$ cat src/rtl/clkbank_pkg.sv
package clkbank_pkg;
  localparam int DIV_W     = 6;
  localparam int BANK_OUTS = 3;
  localparam int MIN_DIV   = 2;

  typedef struct packed {
    logic [BANK_OUTS-1:0] en_mask;
    logic                 drive_hi;
    logic [DIV_W-1:0]     ratio;
  } bank_cfg_t;

  localparam int CFG_W = $bits(bank_cfg_t);
endpackage

$ cat src/rtl/clkbank_cfg_store.sv
module clkbank_cfg_store
  import clkbank_pkg::*;
#(
  parameter  int NUM_CFG   = 8,
  parameter  int NUM_BANKS = 2,
  localparam int SEL_W     = $clog2(NUM_CFG),
  localparam int ENTRY_W   = NUM_BANKS * CFG_W
) (
  input  logic                        clk,
  input  logic                        rst_n,
  input  logic                        wr_en,
  input  logic [SEL_W-1:0]            wr_addr,
  input  logic [ENTRY_W-1:0]          wr_data,
  input  logic [SEL_W-1:0]            sel,
  output bank_cfg_t [NUM_BANKS-1:0]   cfg_o
);

  logic [ENTRY_W-1:0] entry_q [NUM_CFG];
  logic [NUM_CFG-1:0] load_en;

  always_comb begin
    for (int i = 0; i < NUM_CFG; i++) begin
      load_en[i] = wr_en && (wr_addr == SEL_W'(i));
    end
  end

  always_ff @(posedge clk or negedge rst_n) begin
    if (!rst_n) begin
      for (int i = 0; i < NUM_CFG; i++) entry_q[i] <= '0;
    end else begin
      for (int i = 0; i < NUM_CFG; i++) begin
        if (load_en[i]) entry_q[i] <= wr_data;
      end
    end
  end

  assign cfg_o = entry_q[sel];

endmodule

$ cat src/rtl/clkbank_div.sv
module clkbank_div
  import clkbank_pkg::*;
(
  input  logic                 clk,
  input  logic                 rst_n,
  input  logic                 pd_n,
  input  bank_cfg_t            cfg_i,
  output logic [BANK_OUTS-1:0] clk_o,
  output logic [BANK_OUTS-1:0] oe_o,
  output logic                 drv_o
);

  bank_cfg_t        cfg_q, cfg_d;
  logic [DIV_W-1:0] cnt_q, cnt_d;
  logic [DIV_W-1:0] eff_n, half_n;
  logic             ph_q, ph_d;
  logic             run_q, run_d;
  logic             tc;
  logic             reload;

  // effective ratio and terminal count of the active setting
  always_comb begin
    eff_n  = (cfg_q.ratio < DIV_W'(MIN_DIV)) ? DIV_W'(MIN_DIV) : cfg_q.ratio;
    half_n = eff_n >> 1;
    tc     = (cnt_q == eff_n - 1'b1);
    reload = !run_q || tc;
  end

  // next state
  always_comb begin
    cnt_d = cnt_q;
    ph_d  = ph_q;
    run_d = run_q;
    cfg_d = cfg_q;
    if (!pd_n) begin
      cnt_d = '0;
      ph_d  = 1'b0;
      run_d = 1'b0;
      cfg_d = cfg_i;
    end else if (reload) begin
      cnt_d = '0;
      ph_d  = 1'b1;
      run_d = 1'b1;
      cfg_d = cfg_i;
    end else begin
      cnt_d = cnt_q + 1'b1;
      ph_d  = (cnt_q + 1'b1) < half_n;
    end
  end

  always_ff @(posedge clk or negedge rst_n) begin
    if (!rst_n) begin
      cnt_q <= '0;
      ph_q  <= 1'b0;
      run_q <= 1'b0;
      cfg_q <= '0;
    end else begin
      cnt_q <= cnt_d;
      ph_q  <= ph_d;
      run_q <= run_d;
      cfg_q <= cfg_d;
    end
  end

  assign oe_o  = run_q ? cfg_q.en_mask : '0;
  assign clk_o = {BANK_OUTS{ph_q}} & oe_o;
  assign drv_o = cfg_q.drive_hi;

  // counter never passes the active ratio
  p_cnt_bound_r2: assert property (@(posedge clk) disable iff (!rst_n)
    run_q |-> (cnt_q < eff_n));

  // high phase ends at count N/2, giving the odd split
  p_fall_point_r3: assert property (@(posedge clk) disable iff (!rst_n)
    (run_q && $fell(ph_q)) |-> (cnt_q == half_n));

  // setting held until the period completes
  p_cfg_at_tc_r5: assert property (@(posedge clk) disable iff (!rst_n)
    (pd_n && run_q && !tc) |=> $stable(cfg_q));

  // power-down silences the bank one edge later
  p_pd_quiet_r8: assert property (@(posedge clk) disable iff (!rst_n)
    !pd_n |=> (oe_o == '0 && clk_o == '0));

  // restart begins high at count zero
  p_restart_high_r9: assert property (@(posedge clk) disable iff (!rst_n)
    $rose(run_q) |-> (ph_q && cnt_q == '0));

endmodule

$ cat src/rtl/clkbank_ctrl.sv
module clkbank_ctrl
  import clkbank_pkg::*;
#(
  parameter  int NUM_CFG   = 8,
  parameter  int NUM_BANKS = 2,
  localparam int SEL_W     = $clog2(NUM_CFG),
  localparam int ENTRY_W   = NUM_BANKS * CFG_W,
  localparam int OUT_W     = NUM_BANKS * BANK_OUTS
) (
  input  logic               vco_clk,
  input  logic               rst_n,
  input  logic               pd_n,
  input  logic [SEL_W-1:0]   sel,
  input  logic               wr_en,
  input  logic [SEL_W-1:0]   wr_addr,
  input  logic [ENTRY_W-1:0] wr_data,
  output logic [OUT_W-1:0]   clk_out,
  output logic [OUT_W-1:0]   clk_oe,
  output logic [NUM_BANKS-1:0] drv_hi
);

  logic [1:0] rst_sync_q;
  logic       rst_int_n;

  always_ff @(posedge vco_clk or negedge rst_n) begin
    if (!rst_n) rst_sync_q <= 2'b00;
    else        rst_sync_q <= {rst_sync_q[0], 1'b1};
  end
  assign rst_int_n = rst_sync_q[1];

  bank_cfg_t [NUM_BANKS-1:0] cfg_sel;

  clkbank_cfg_store #(
    .NUM_CFG   (NUM_CFG),
    .NUM_BANKS (NUM_BANKS)
  ) i_store (
    .clk     (vco_clk),
    .rst_n   (rst_int_n),
    .wr_en   (wr_en),
    .wr_addr (wr_addr),
    .wr_data (wr_data),
    .sel     (sel),
    .cfg_o   (cfg_sel)
  );

  for (genvar b = 0; b < NUM_BANKS; b++) begin : g_bank
    clkbank_div i_div (
      .clk   (vco_clk),
      .rst_n (rst_int_n),
      .pd_n  (pd_n),
      .cfg_i (cfg_sel[b]),
      .clk_o (clk_out[b*BANK_OUTS +: BANK_OUTS]),
      .oe_o  (clk_oe[b*BANK_OUTS +: BANK_OUTS]),
      .drv_o (drv_hi[b])
    );
  end

  // outputs stay off while the internal reset is held
  always_comb begin
    if (!rst_int_n) begin
      p_reset_quiet_r10: assert (clk_oe == '0 && clk_out == '0);
    end
  end

endmodule

$ cat config.mk
export PLATFORM = sky130hd
export DESIGN_NAME = clkbank_ctrl
export DESIGN_NICKNAME = d
export VERILOG_FILES = /design/src/rtl/clkbank_pkg.sv /design/src/rtl/clkbank_cfg_store.sv /design/src/rtl/clkbank_div.sv /design/src/rtl/clkbank_ctrl.sv
export SDC_FILE = /design/constraint.sdc
export NUM_CORES = 1
export LEC_CHECK = 0
export BUFFER_PORTS_ARGS = -buffer_cell sky130_fd_sc_hd__buf_2
export CAP_MARGIN = 20
export CORE_ASPECT_RATIO = 1.1
export CORE_MARGIN = 5
export CORE_UTILIZATION = 40
export CTS_CLUSTER_DIAMETER = 200
export CTS_CLUSTER_SIZE = 12
export DETAILED_ROUTE_END_ITERATION = 8
export HOLD_SLACK_MARGIN = 0.1
export PLACE_DENSITY = 0.64
export SLEW_MARGIN = 20
export SYNTH_ARGS = -nofsm -noshare
export SYNTH_HDL_FRONTEND = slang
export SYNTH_SLANG_ARGS = --single-unit
$ cat constraint.sdc
create_clock -name vco_clk -period 5.5 [get_ports vco_clk]
set_clock_uncertainty 0.05 [all_clocks]
set_input_delay 0.825 -clock vco_clk [delete_from_list [all_inputs] [get_ports vco_clk]]
set_output_delay 0.825 -clock vco_clk [all_outputs]
set_load 0.01 [all_outputs]
==> key figures, run 1 <==
Cells and area
  • Reg area: 4960 µm²
  • Multi-input gate area: 4250 µm²
  • Filler cells: 1990
  • Share of layout cells above drive strength 1: 0.477
  • Synth-to-layout area growth: 12.6%
  • # nets final: 711
  • Final Instance Area: 10600 µm²

Timing
  • Setup violations, final: 0
  • Fin crit share: 0.633
  • Fmax: 287 MHz
  • Min Tclk post-route: 3480 ps
  • Worst-Margin Slew: 886 ps
  • Final Hold Fails: 0
  • RSZ-0062 raised after global routing: false
  • Setup TNS: 0 ps
  • Rel. slew slack: 0.409
  • Slew Viols, Final: 0

Floorplanning
  • Die X-Extent: 156 µm
  • Die Area: 26700 µm²
  • Row count: 58
  • Core region area: 23000 µm²
  • Io pins: 44
  • Die H: 171 µm
  • Initial core utilization: 0.409

Power and ir drop
  • Logic pwr share: 0.260
  • P per Cell Area: 434 nW/µm²
  • Clock share of power: 0.285
  • Net Sw Power: 1.31 mW
  • Seq pwr share: 0.454
  • P_leak: 4.54 nW
  • Maximum vdd drop: 0.217 mV
  • Sw Share: 0.285
  • Cell Int Power: 3.28 mW

Placed design
  • Routability Congestion: 0.778
  • DP HPWL: 12800 µm
  • Port bufs: 43
  • Area after DPL: 9940 µm²

Critical path
  • CP Capture Type: flop
  • R2r setup slk: 2020 ps
  • Worst r2r dst: g_bank[0].i_div.cfg_q[9]$_DFFE_PN0P_
  • Crit Path Max Fanout: 16
  • Worst reg2reg path depth: 8
  • Worst setup SP type: flop
  • Critical path class: reg -> reg
  • Reg-to-Reg Start: g_bank[0].i_div.cfg_q[4]$_DFFE_PN0P_
  • Data required time of the worst path: 5760 ps
  • Data arrival time of the worst path: 3740 ps

Yosys
  • Synth warn: 0
  • Register area share after synthesis: 0.527
  • Gate Count Post-Synth: 635
  • Synth Cell Area: 9410 µm²
  • Synth area leaders: dfrtp_1 (53%), mux2_2 (22%), mux4_2 (9.6%)
  • Synth top area share: 0.527
  • Asr flop ratio synth: 1.00
  • Synthesized net count: 675
  • Synth Flop Type: dfrtp_1
  • Flops & latches, synth: 198
  • Cell variety after synth: 57
  • Avg Cell Area, Syn: 14.8 µm²
  • Yosys top cell by area: dfrtp_1
  • Number of synthesized flops with an enable pin: 0

Clocking
  • TritonCTS Buffers: 17
  • Clk root buf: clkbuf_16
  • Clk pin slew, worst setup/hold paths: 70 ps
  • # H-tree levels: 4
  • Post_cts resized: 0
  • Clock Sink Count: 198
  • Clock Path Buffers: 2
  • Clk_lat worst skew: 420 ps
  • CTS tree: done

Detailed routing
  • DRT Wirelength: 19600 µm
  • Initial DRC count: 274
  • DRT Pass-1 Iters: 4
  • Detail Route Antenna Nets: 0
  • Mean routed wirelength per cell: 19.9 µm
  • Via/cell ratio: 5.49
  • DR vias: 5404
  • Remaining DRCs: 0

Global routing
  • Initial antenna violation count: 1
  • Total track usage: 0.155
  • Global-route wire length before repair: 32300 µm
  • Global route total overflow: 0
  • Vias in the first global route: 6003
  • Pin count of the biggest net entering global routing: 129

Status
  • Status: completed

Worst hold path
  • Worst hold path class: reg -> reg
  • Hold_sp: rst_sync_q[0]$_DFF_PN0_
  • Hold endpoint: rst_sync_q[1]$_DFF_PN0_
  • Hold depth: 0

Run
  • Max_cap viols: 0
==> through the flow <==
stage	hold slack (ps)	worst slack [ps]	cells	util	total power, mW
3_5_place_dp	285	2000	951	0.432	3.32
2_1_floorplan	281	2190	635	-	3.02
5_1_grt	313	1790	985	0.461	4.88
4_1_cts	301	2000	984	0.460	4.65
3_3_place_gp	287	2110	951	0.432	3.23
6_report	300	2020	985	0.461	4.59
==> cell usage after synthesis (3+ instances only) <==
cell type    n
dfrtp_1    198
mux2_2     186
mux4_2      40
clkbuf_1    29
mux2i_1     15
and2_1      12
nor2_1      12
inv_1       11
ha_1        10
nand3_1     10
and3_1       7
nor2b_1      7
nor3_1       7
xor2_1       7
nand2_1      6
o21ai_0      6
xnor2_1      6
nand2b_1     5
buf_2        4
nand4_1      4
nor3b_1      4
buf_6        3
nand4b_1     3
==> power groups by stage <==
stage	Combinational, mW	Sequential [mW]	Clock (mW)
final	1.20	2.09	1.31
after global routing	1.33	2.14	1.41
after CTS	1.21	2.09	1.35
after detailed placement	1.21	2.11	0
after global placement	1.15	2.07	0
after floorplan	1.00	2.02	0
==> worst max path at each step <==
stage | start | end | cells past startpoint
floorplan | rst_sync_q[1]$_DFF_PN0_ | g_bank[0].i_div.cfg_q[0]$_DFFE_PN0P_ | 0
global placement | g_bank[0].i_div.cfg_q[4]$_DFFE_PN0P_ | g_bank[0].i_div.cfg_q[9]$_DFFE_PN0P_ | 8
detailed placement | g_bank[0].i_div.cfg_q[4]$_DFFE_PN0P_ | g_bank[0].i_div.drv_o$_DFFE_PN0P_ | 8
CTS | g_bank[0].i_div.cfg_q[4]$_DFFE_PN0P_ | g_bank[0].i_div.cfg_q[7]$_DFFE_PN0P_ | 8
global route | g_bank[0].i_div.cfg_q[2]$_DFFE_PN0P_ | g_bank[0].i_div.cfg_q[0]$_DFFE_PN0P_ | 8
finish | g_bank[0].i_div.cfg_q[4]$_DFFE_PN0P_ | g_bank[0].i_div.cfg_q[9]$_DFFE_PN0P_ | 8
==> cell type report <==
| type | instances | share of cell area |
|---|---|---|
| Clock inverter | 9 | 0.0132 |
| Tap cell | 300 | 0.0354 |
| Sequential cell | 198 | 0.468 |
| Antenna cell | 1 | 0.000236 |
| Clock buffer | 23 | 0.0470 |
| Timing Repair Buffer | 56 | 0.0309 |
| Inverter | 11 | 0.00390 |
| Multi-Input combinational cell | 387 | 0.401 |
==> sequential cells by signal, summed over array words and instances (netlist names) <==
register and count:
i_store.entry_q 160, g_bank.i_div.cfg_q 18, g_bank.i_div.cnt_q 12, g_bank.i_div.drv_o 2, g_bank.i_div.ph_q 2, g_bank.i_div.run_q 2
rst_sync_q 2
==> worst max-delay path, cell delays in order (launching register included) <==
cell and delay (ps):
dfrtp_1 460, or4_4 570, o21ai_4 180, ha_1 230
xor3_1 430, a211oi_1 240, a31oi_1 170, a211oi_4 630
mux2_2 410
==> cells by family (layout without fill, tap and decap cells) <==
family                     Yosys count  in the layout  synth area share
xor gates and xnor gates            14             14            0.0146
adders and majority gates           11             11            0.0144
muxes                              243            243             0.337
and+or+nand+nor                     89             89            0.0565
buffers and inverters               50             99            0.0238
AOI/OAI and AO/OA                   29             29            0.0266
other                                1              2          0.000399
DFF                                198            198             0.527
==> placed cells by master (no fill, tap or decap), types with 3 or more instances in the layout <==
master and instances:
and2_1 12, and3_1 7, buf_2 43, buf_4 11, bufinv_16 3, clkbuf_16 17
clkbuf_8 5, clkinv_4 3, dfrtp_1 197, ha_1 10, inv_1 11, mux2_2 186
mux2i_1 15, mux4_2 40, nand2_1 6, nand2b_1 5, nand3_1 10, nand4_1 4
nand4b_1 3, nor2_1 12, nor2b_1 7, nor3_1 5, nor3_2 3, o21ai_0 6
xnor2_1 6, xor2_1 7
==> timing repair <==
item,4_1_cts,5_1_grt
endpoints found under the hold margin,2,0
hold buffers,1,0
setup buffers,0,0
==> routing by layer <==
metal,wire [µm],vias to the layer above,global-route usage
li1,-,2423,-
met1,8540,2874,0.202
met2,10100,85,0.262
met3,688,22,0.0329
met4,316,0,0.0468
met5,0,-,0
Power figures use the tool's default switching activity.
==> run 2: changes to the inputs <==
clock period = 3.2 ns   (was 5.5 ns; I/O delays follow)
==> run 2 against run 1 <==
Die area is the same. Wire length shrank 0.98%. First-iteration DRC count shrank 20%. Global-route usage is essentially flat. Register-to-register slack lost 1900 ps. Clock-buffer cell count shrank 4. Critical path type unchanged.
==> key figures, run 2 (synthesis results as in run 1) <==
Floorplanning
  • Row count: 58 (unchanged)
  • Core region area: 23000 µm² (unchanged)
  • Initial core utilization: 0.409 (unchanged)
  • Die X-Extent: 156 µm (unchanged)
  • Die Area: 26700 µm² (unchanged)
  • Die H: 171 µm (unchanged)
  • Io pins: 44 (unchanged)

Detailed routing
  • Remaining DRCs: 0 (unchanged)
  • Detail Route Antenna Nets: 0 (unchanged)
  • DRT Wirelength: 19400 µm (-0.98%)
  • DRT Pass-1 Iters: 4 (unchanged)
  • Via/cell ratio: 5.47 (-0.33%)
  • DR vias: 5419 (+0.28%)
  • Initial DRC count: 218 (-20%)
  • Mean routed wirelength per cell: 19.6 µm (-1.6%)

Power and ir drop
  • Maximum vdd drop: 0.347 mV (+60%)
  • P per Cell Area: 741 nW/µm² (+71%)
  • P_leak: 4.58 nW (+0.74%)

Clocking
  • Clk root buf: clkbuf_16
  • Clock Sink Count: 198 (unchanged)
  • Clk_lat worst skew: 420 ps (about the same)
  • # H-tree levels: 4 (unchanged)
  • Clock Path Buffers: 2 (unchanged)
  • TritonCTS Buffers: 17 (unchanged)
  • Clk pin slew, worst setup/hold paths: 60 ps (about the same)
  • CTS tree: done

Critical path
  • Critical path class: reg -> reg
  • Crit path max-delay family: simple AND/OR/NAND/NOR gates
  • R2r setup slk: 70 ps (-1940 ps)
  • CP cell instances: or4_4 > o21ai_4 > ha_2 > or4bb_1 > mux2i_2 > a31oi_2 > a211oi_4 > buf_12 > mux2_2
  • Worst reg2reg path depth: 9 (+1)
  • Slowest stage cell, crit path: or4_4
  • Max incr delay on CP: 570 ps (-60 ps)
  • CP Capture Type: flop
  • Data arrival time of the worst path: 3380 ps (-360 ps)
  • Buf+Inv Stages, Crit Path: 1 (+1)
  • Data required time of the worst path: 3460 ps (-2300 ps)
  • Worst setup SP type: flop
  • Crit Path Max Fanout: 12 (-4)
  • Worst path depth: 9 (+1)

Global routing
  • Global route total overflow: 0 (unchanged)
  • Initial antenna violation count: 1 (unchanged)
  • Vias in the first global route: 6068 (+1.1%)
  • Pin count of the biggest net entering global routing: 83 (-36%)
  • Total track usage: 0.155 (about the same)
  • Global-route wire length before repair: 32200 µm (-0.21%)

Cells and area
  • Biggest regs: i_store.entry_q (160), g_bank.i_div.cfg_q (18), g_bank.i_div.cnt_q (12)
  • Post-layout util: 0.464 (+0.00299)
  • Number of flip-flops in the largest register: 160 (unchanged)
  • Filler cells: 1976 (-0.70%)
  • Diode count: 0 (-1)
  • Synth-to-layout area growth: 13.3%
  • Commonest non-fill, non-tap cells in the layout: dfrtp_1 (197), mux2_2 (186), buf_2 (43), mux4_2 (40), clkbuf_16 (17)
  • Share of layout cells above drive strength 1: 0.488 (+0.0111)
  • Top reg by flops: i_store.entry_q
  • Commonest non-fill, non-tap cell in the layout: dfrtp_1
  • # nets final: 719 (+1.1%)

Placed design
  • Routability Congestion: 0.753 (-3.3%)
  • DP HPWL: 12700 µm (-0.97%)
  • Port bufs: 43 (unchanged)

Run
  • Max_cap viols: 0 (unchanged)

Timing
  • Slew Viols, Final: 0 (unchanged)
  • Fin crit share: 0.977 (+0.344)
  • Rel. slew slack: 0.543 (+0.134)
  • Worst-Margin Slew: 686 ps (-201 ps)
  • Minimum hold slack: 237 ps (-62.8 ps)
  • Fmax: 320 MHz (+11%)
  • Min Tclk post-route: 3130 ps (-356 ps)
  • Final Hold Fails: 0 (unchanged)
  • Setup violations, final: 0 (unchanged)

Worst hold path
  • Hold depth: 1 (+1)
  • Worst hold path class: in -> reg

Status
  • Status: completed
[run 2: report_power, final]
part           internal [mW]  switching [mW]
sequential              3.11           0.443
clock                   1.25           0.893
combinational           1.27           0.930
[run 2: worst paths after layout]
check | start | end
max | g_bank[0].i_div.cfg_q[5]$_DFFE_PN0P_ | g_bank[0].i_div.cfg_q[0]$_DFFE_PN0P_
min reg2reg | rst_sync_q[0]$_DFF_PN0_ | rst_sync_q[1]$_DFF_PN0_
min | pd_n | g_bank[1].i_div.run_q$_DFFE_PN0P_
max in group asynchronous | rst_sync_q[1]$_DFF_PN0_ | g_bank[0].i_div.cfg_q[7]$_DFFE_PN0P_
min in group asynchronous | rst_n | rst_sync_q[1]$_DFF_PN0_
max reg2reg | g_bank[0].i_div.cfg_q[5]$_DFFE_PN0P_ | g_bank[0].i_div.cfg_q[0]$_DFFE_PN0P_
[run 2: stage by stage]
| step | setup TNS [ps] | power (mW) | setup WS, ps | area, µm² | cells |
|---|---|---|---|---|---|
| finish | 0 | 7.90 | 74.7 | 10700 | 991 |
| detailed placement | 0 | 5.76 | 57.7 | 10000 | 956 |
| global placement | 0 | 5.60 | 155 | 10000 | 956 |
| global route | -58.0 | 8.37 | -12.5 | 10700 | 991 |
| CTS | 0 | 7.92 | 58.4 | 10600 | 988 |
| floorplan | 0 | 5.19 | 115 | 9410 | 635 |
[run 2: routing by layer]
layer / global-route usage / part of all wire / wire length (µm)
met1: 0.206 / 0.45 / 8730
met2: 0.257 / 0.50 / 9680
met3: 0.0299 / 0.035 / 682
met4: 0.0509 / 0.017 / 334
met5: 0 / 0.00067 / 13
[run 2: layout make-up]
type                       count  area [µm²]  share of cell area
sequential                   198        4960               0.465
multi-input combinational    387        4270               0.400
tap                          300         375              0.0352
inverter                      11        41.3             0.00387
timing repair buffer          64         425              0.0399
clock buffer                  19         443              0.0415
clock inverter                12         151              0.0142
[run 2: timing repair]
action | CTS | global route
endpoints found under the setup margin | 0 | 7
setup buffers | 0 | 3
hold buffers | 1 | 0
hold endpoints to repair | 2 | 0
gates resized for setup | 0 | 4
==> run 3: changes to the inputs <==
CTS_BUF_LIST = sky130_fd_sc_hd__clkbuf_4   (was unset)
PLACE_DENSITY = 0.62   (was 0.64)
clock period = 3.3 ns   (was 3.2 ns; I/O delays follow)
==> run 3 against run 2 <==
Sequential share of layout area increased by 1.6 points. Cell count down 0.10%. Combinational power down 5%. Critical path depth unchanged. Largest power group unchanged.
==> key figures, run 3 (synthesis results as in run 1) <==
Power and ir drop
  • Maximum vdd drop: 0.207 mV (-40%)
  • Final Total Pwr: 6.70 mW (-15%)
  • Clock share of power: 0.173 (-0.098)
  • P per Cell Area: 650 nW/µm² (-12%)
  • Seq pwr share: 0.513 (+0.063)
  • Cell Int Power: 4.59 mW (-18%)
  • P_leak: 4.42 nW (-3.5%)
  • Net Sw Power: 2.11 mW (-7.0%)
  • Logic pwr share: 0.314 (+0.035)
  • Sw Share: 0.314 (+0.0277)

Critical path
  • CP Capture Type: flop
  • Data arrival time of the worst path: 3530 ps (+150 ps)
  • Max incr delay on CP: 570 ps (about the same)
  • Data required time of the worst path: 3690 ps (+230 ps)
  • Crit Path Max Fanout: 16 (+4)
  • Slowest stage cell, crit path: or4_4
  • CP cell instances: or4_4 > o21ai_4 > ha_1 > or4bb_1 > mux2i_1 > a31oi_1 > a211oi_4 > buf_12 > mux2_1
  • Worst setup SP type: flop
  • Buf+Inv Stages, Crit Path: 1 (unchanged)
  • Critical path class: reg -> reg
  • Crit path max-delay family: simple AND/OR/NAND/NOR gates

Clocking
  • Clk_lat worst skew: 550 ps (+130 ps)
  • Clk pin slew, worst setup/hold paths: 160 ps (+100 ps)
  • Clk root buf: clkbuf_4
  • # H-tree levels: 4 (unchanged)
  • Clock Sink Count: 198 (unchanged)
  • CTS tree: done
  • TritonCTS Buffers: 17 (unchanged)
  • Clock Path Buffers: 2 (unchanged)

Timing
  • Fin crit share: 0.954 (-0.0231)
  • Setup TNS: 0 ps (unchanged)
  • Setup violations, final: 0 (unchanged)
  • Slew Viols, Final: 0 (unchanged)
  • Worst-Margin Slew: 720 ps (+34.1 ps)
  • RSZ-0062 raised after global routing: false
  • Worst setup margin: 153 ps (+78.5 ps)
  • Rel. slew slack: 0.520 (-0.0227)
  • Fmax: 318 MHz (-0.68%)
  • Minimum hold slack: 177 ps (-59.7 ps)
  • Min Tclk post-route: 3150 ps (+21.5 ps)
  • Final Hold Fails: 0 (unchanged)

Cells and area
  • Multi-input gate area: 4260 µm² (-0.29%)
  • Reg area: 4960 µm² (unchanged)
  • # nets final: 717 (-0.28%)
  • Filler cells: 2029 (+2.7%)
  • Top reg by flops: i_store.entry_q
  • Biggest regs: i_store.entry_q (160), g_bank.i_div.cfg_q (18), g_bank.i_div.cnt_q (12)
  • Commonest non-fill, non-tap cells in the layout: dfrtp_1 (197), mux2_2 (186), buf_2 (43), mux4_2 (40), clkbuf_4 (18)
  • Commonest non-fill, non-tap cell in the layout: dfrtp_1
  • Number of flip-flops in the largest register: 160 (unchanged)
  • Synth-to-layout area growth: 9.51%
  • Cell Count, Final, Fillers Out: 990 (-0.10%)
  • Share of layout cells above drive strength 1: 0.480 (-0.00805)

Detailed routing
  • Mean routed wirelength per cell: 20.0 µm (+1.9%)
  • DRT Wirelength: 19800 µm (+1.8%)
  • DRT Pass-1 Iters: 5 (+1)
  • Remaining DRCs: 0 (unchanged)
  • Detail Route Antenna Nets: 0 (unchanged)
  • DR vias: 5501 (+1.5%)
  • Via/cell ratio: 5.56 (+1.6%)
  • Initial DRC count: 226 (+3.7%)

Placed design
  • Placed cells: 956 (unchanged)
  • Port bufs: 43 (unchanged)
  • Routability Congestion: 0.813 (+8.0%)
  • DP HPWL: 13000 µm (+2.7%)
  • DP Worst Slack: 155 ps (+97.7 ps)

Floorplanning
  • Die X-Extent: 156 µm (unchanged)
  • Row count: 58 (unchanged)
  • Core region area: 23000 µm² (unchanged)
  • Die Area: 26700 µm² (unchanged)
  • Die H: 171 µm (unchanged)
  • Io pins: 44 (unchanged)
  • Initial core utilization: 0.409 (unchanged)

Global routing
  • Vias in the first global route: 6055 (-0.21%)
  • Global route total overflow: 0 (unchanged)
  • Gr busiest metal: met2
  • Global-route wire length before repair: 32400 µm (+0.43%)
  • Met1 usage: 0.203 (-0.00298)
  • Met2 GRT Util: 0.262 (+0.00506)
  • Pin count of the biggest net entering global routing: 115 (+39%)
  • GR Util met3: 0.0299 (unchanged)
  • Initial antenna violation count: 3 (+2)
  • Total track usage: 0.155 (+0.000624)

Status
  • Status: completed

Run
  • Max_cap viols: 0 (unchanged)

Worst hold path
  • Worst hold path class: in -> async
[run 3: changes by cell type in the layout (fill, tap and decap cells not counted), sizes merged, moves of 2 or more]
cell	previous run	this run
diode	0	2
buf	63	60
bufinv	3	1
clkinv	5	8
[run 3: power by group through the flow]
stage	Sequential [mW]	Clock [mW]	Combinational (mW)
CTS	3.44	1.21	2.11
global route	3.53	1.30	2.32
finish	3.44	1.16	2.10
detailed placement	3.50	0	2.10
floorplan	3.36	0	1.67
global placement	3.43	0	2.02
[run 3: path summary, 6_finish.rpt]
kind | start | to | slack [ps] | depth (start not counted)
min | rst_n | rst_sync_q[1]$_DFF_PN0_ | 180 | 2
min in group vco_clk | wr_data[1] | i_store.entry_q[1]$_DFFE_PN0P_ | 210 | 2
max reg2reg | g_bank[0].i_div.cfg_q[5]$_DFFE_PN0P_ | g_bank[0].i_div.cfg_q[4]$_DFFE_PN0P_ | 150 | 9
max in group asynchronous | rst_sync_q[1]$_DFF_PN0_ | i_store.entry_q[74]$_DFFE_PN0P_ | 1920 | 1
min reg2reg | rst_sync_q[1]$_DFF_PN0_ | i_store.entry_q[6]$_DFFE_PN0P_ | 280 | 0
max | g_bank[0].i_div.cfg_q[5]$_DFFE_PN0P_ | g_bank[0].i_div.cfg_q[4]$_DFFE_PN0P_ | 150 | 9
[run 3: stage by stage]
step	utilization	cell area, µm²
floorplan	-	9410
global placement	0.436	10000
CTS	0.447	10300
detailed placement	0.436	10000
finish	0.448	10300
global route	0.448	10300
[run 3: cell type report]
cell class / count / share of cell area
flip-flops and latches: 198 / 0.481
multi-input cells: 387 / 0.413
repair buffers: 62 / 0.0413
well taps: 300 / 0.0364
clock buffers: 18 / 0.0131
clock inverters: 12 / 0.0104
inverters: 11 / 0.00401
diodes: 2 / 0.000486
[run 3: routing by layer]
metal / wire, µm / part of all wire
met5: 13 / 0.00066
met4: 366 / 0.018
met3: 660 / 0.033
met2: 10100 / 0.51
met1: 8610 / 0.43
[run 3: worst register-to-register path, stage by stage, from the launching register on]
cell and delay [ps]:
dfrtp_1 430, or4_4 580, o21ai_4 180, ha_1 210, or4bb_1 480, mux2i_1 200
a31oi_1 160, a211oi_4 220, buf_12 180, mux2_1 330
[run 3: what timing repair did]
action / CTS / global route
resized for setup: 0 / 1
setup buffers: 0 / 0
hold buffers: 2 / 0
setup endpoints to repair: 0 / 7
endpoints found under the hold margin: 4 / 0
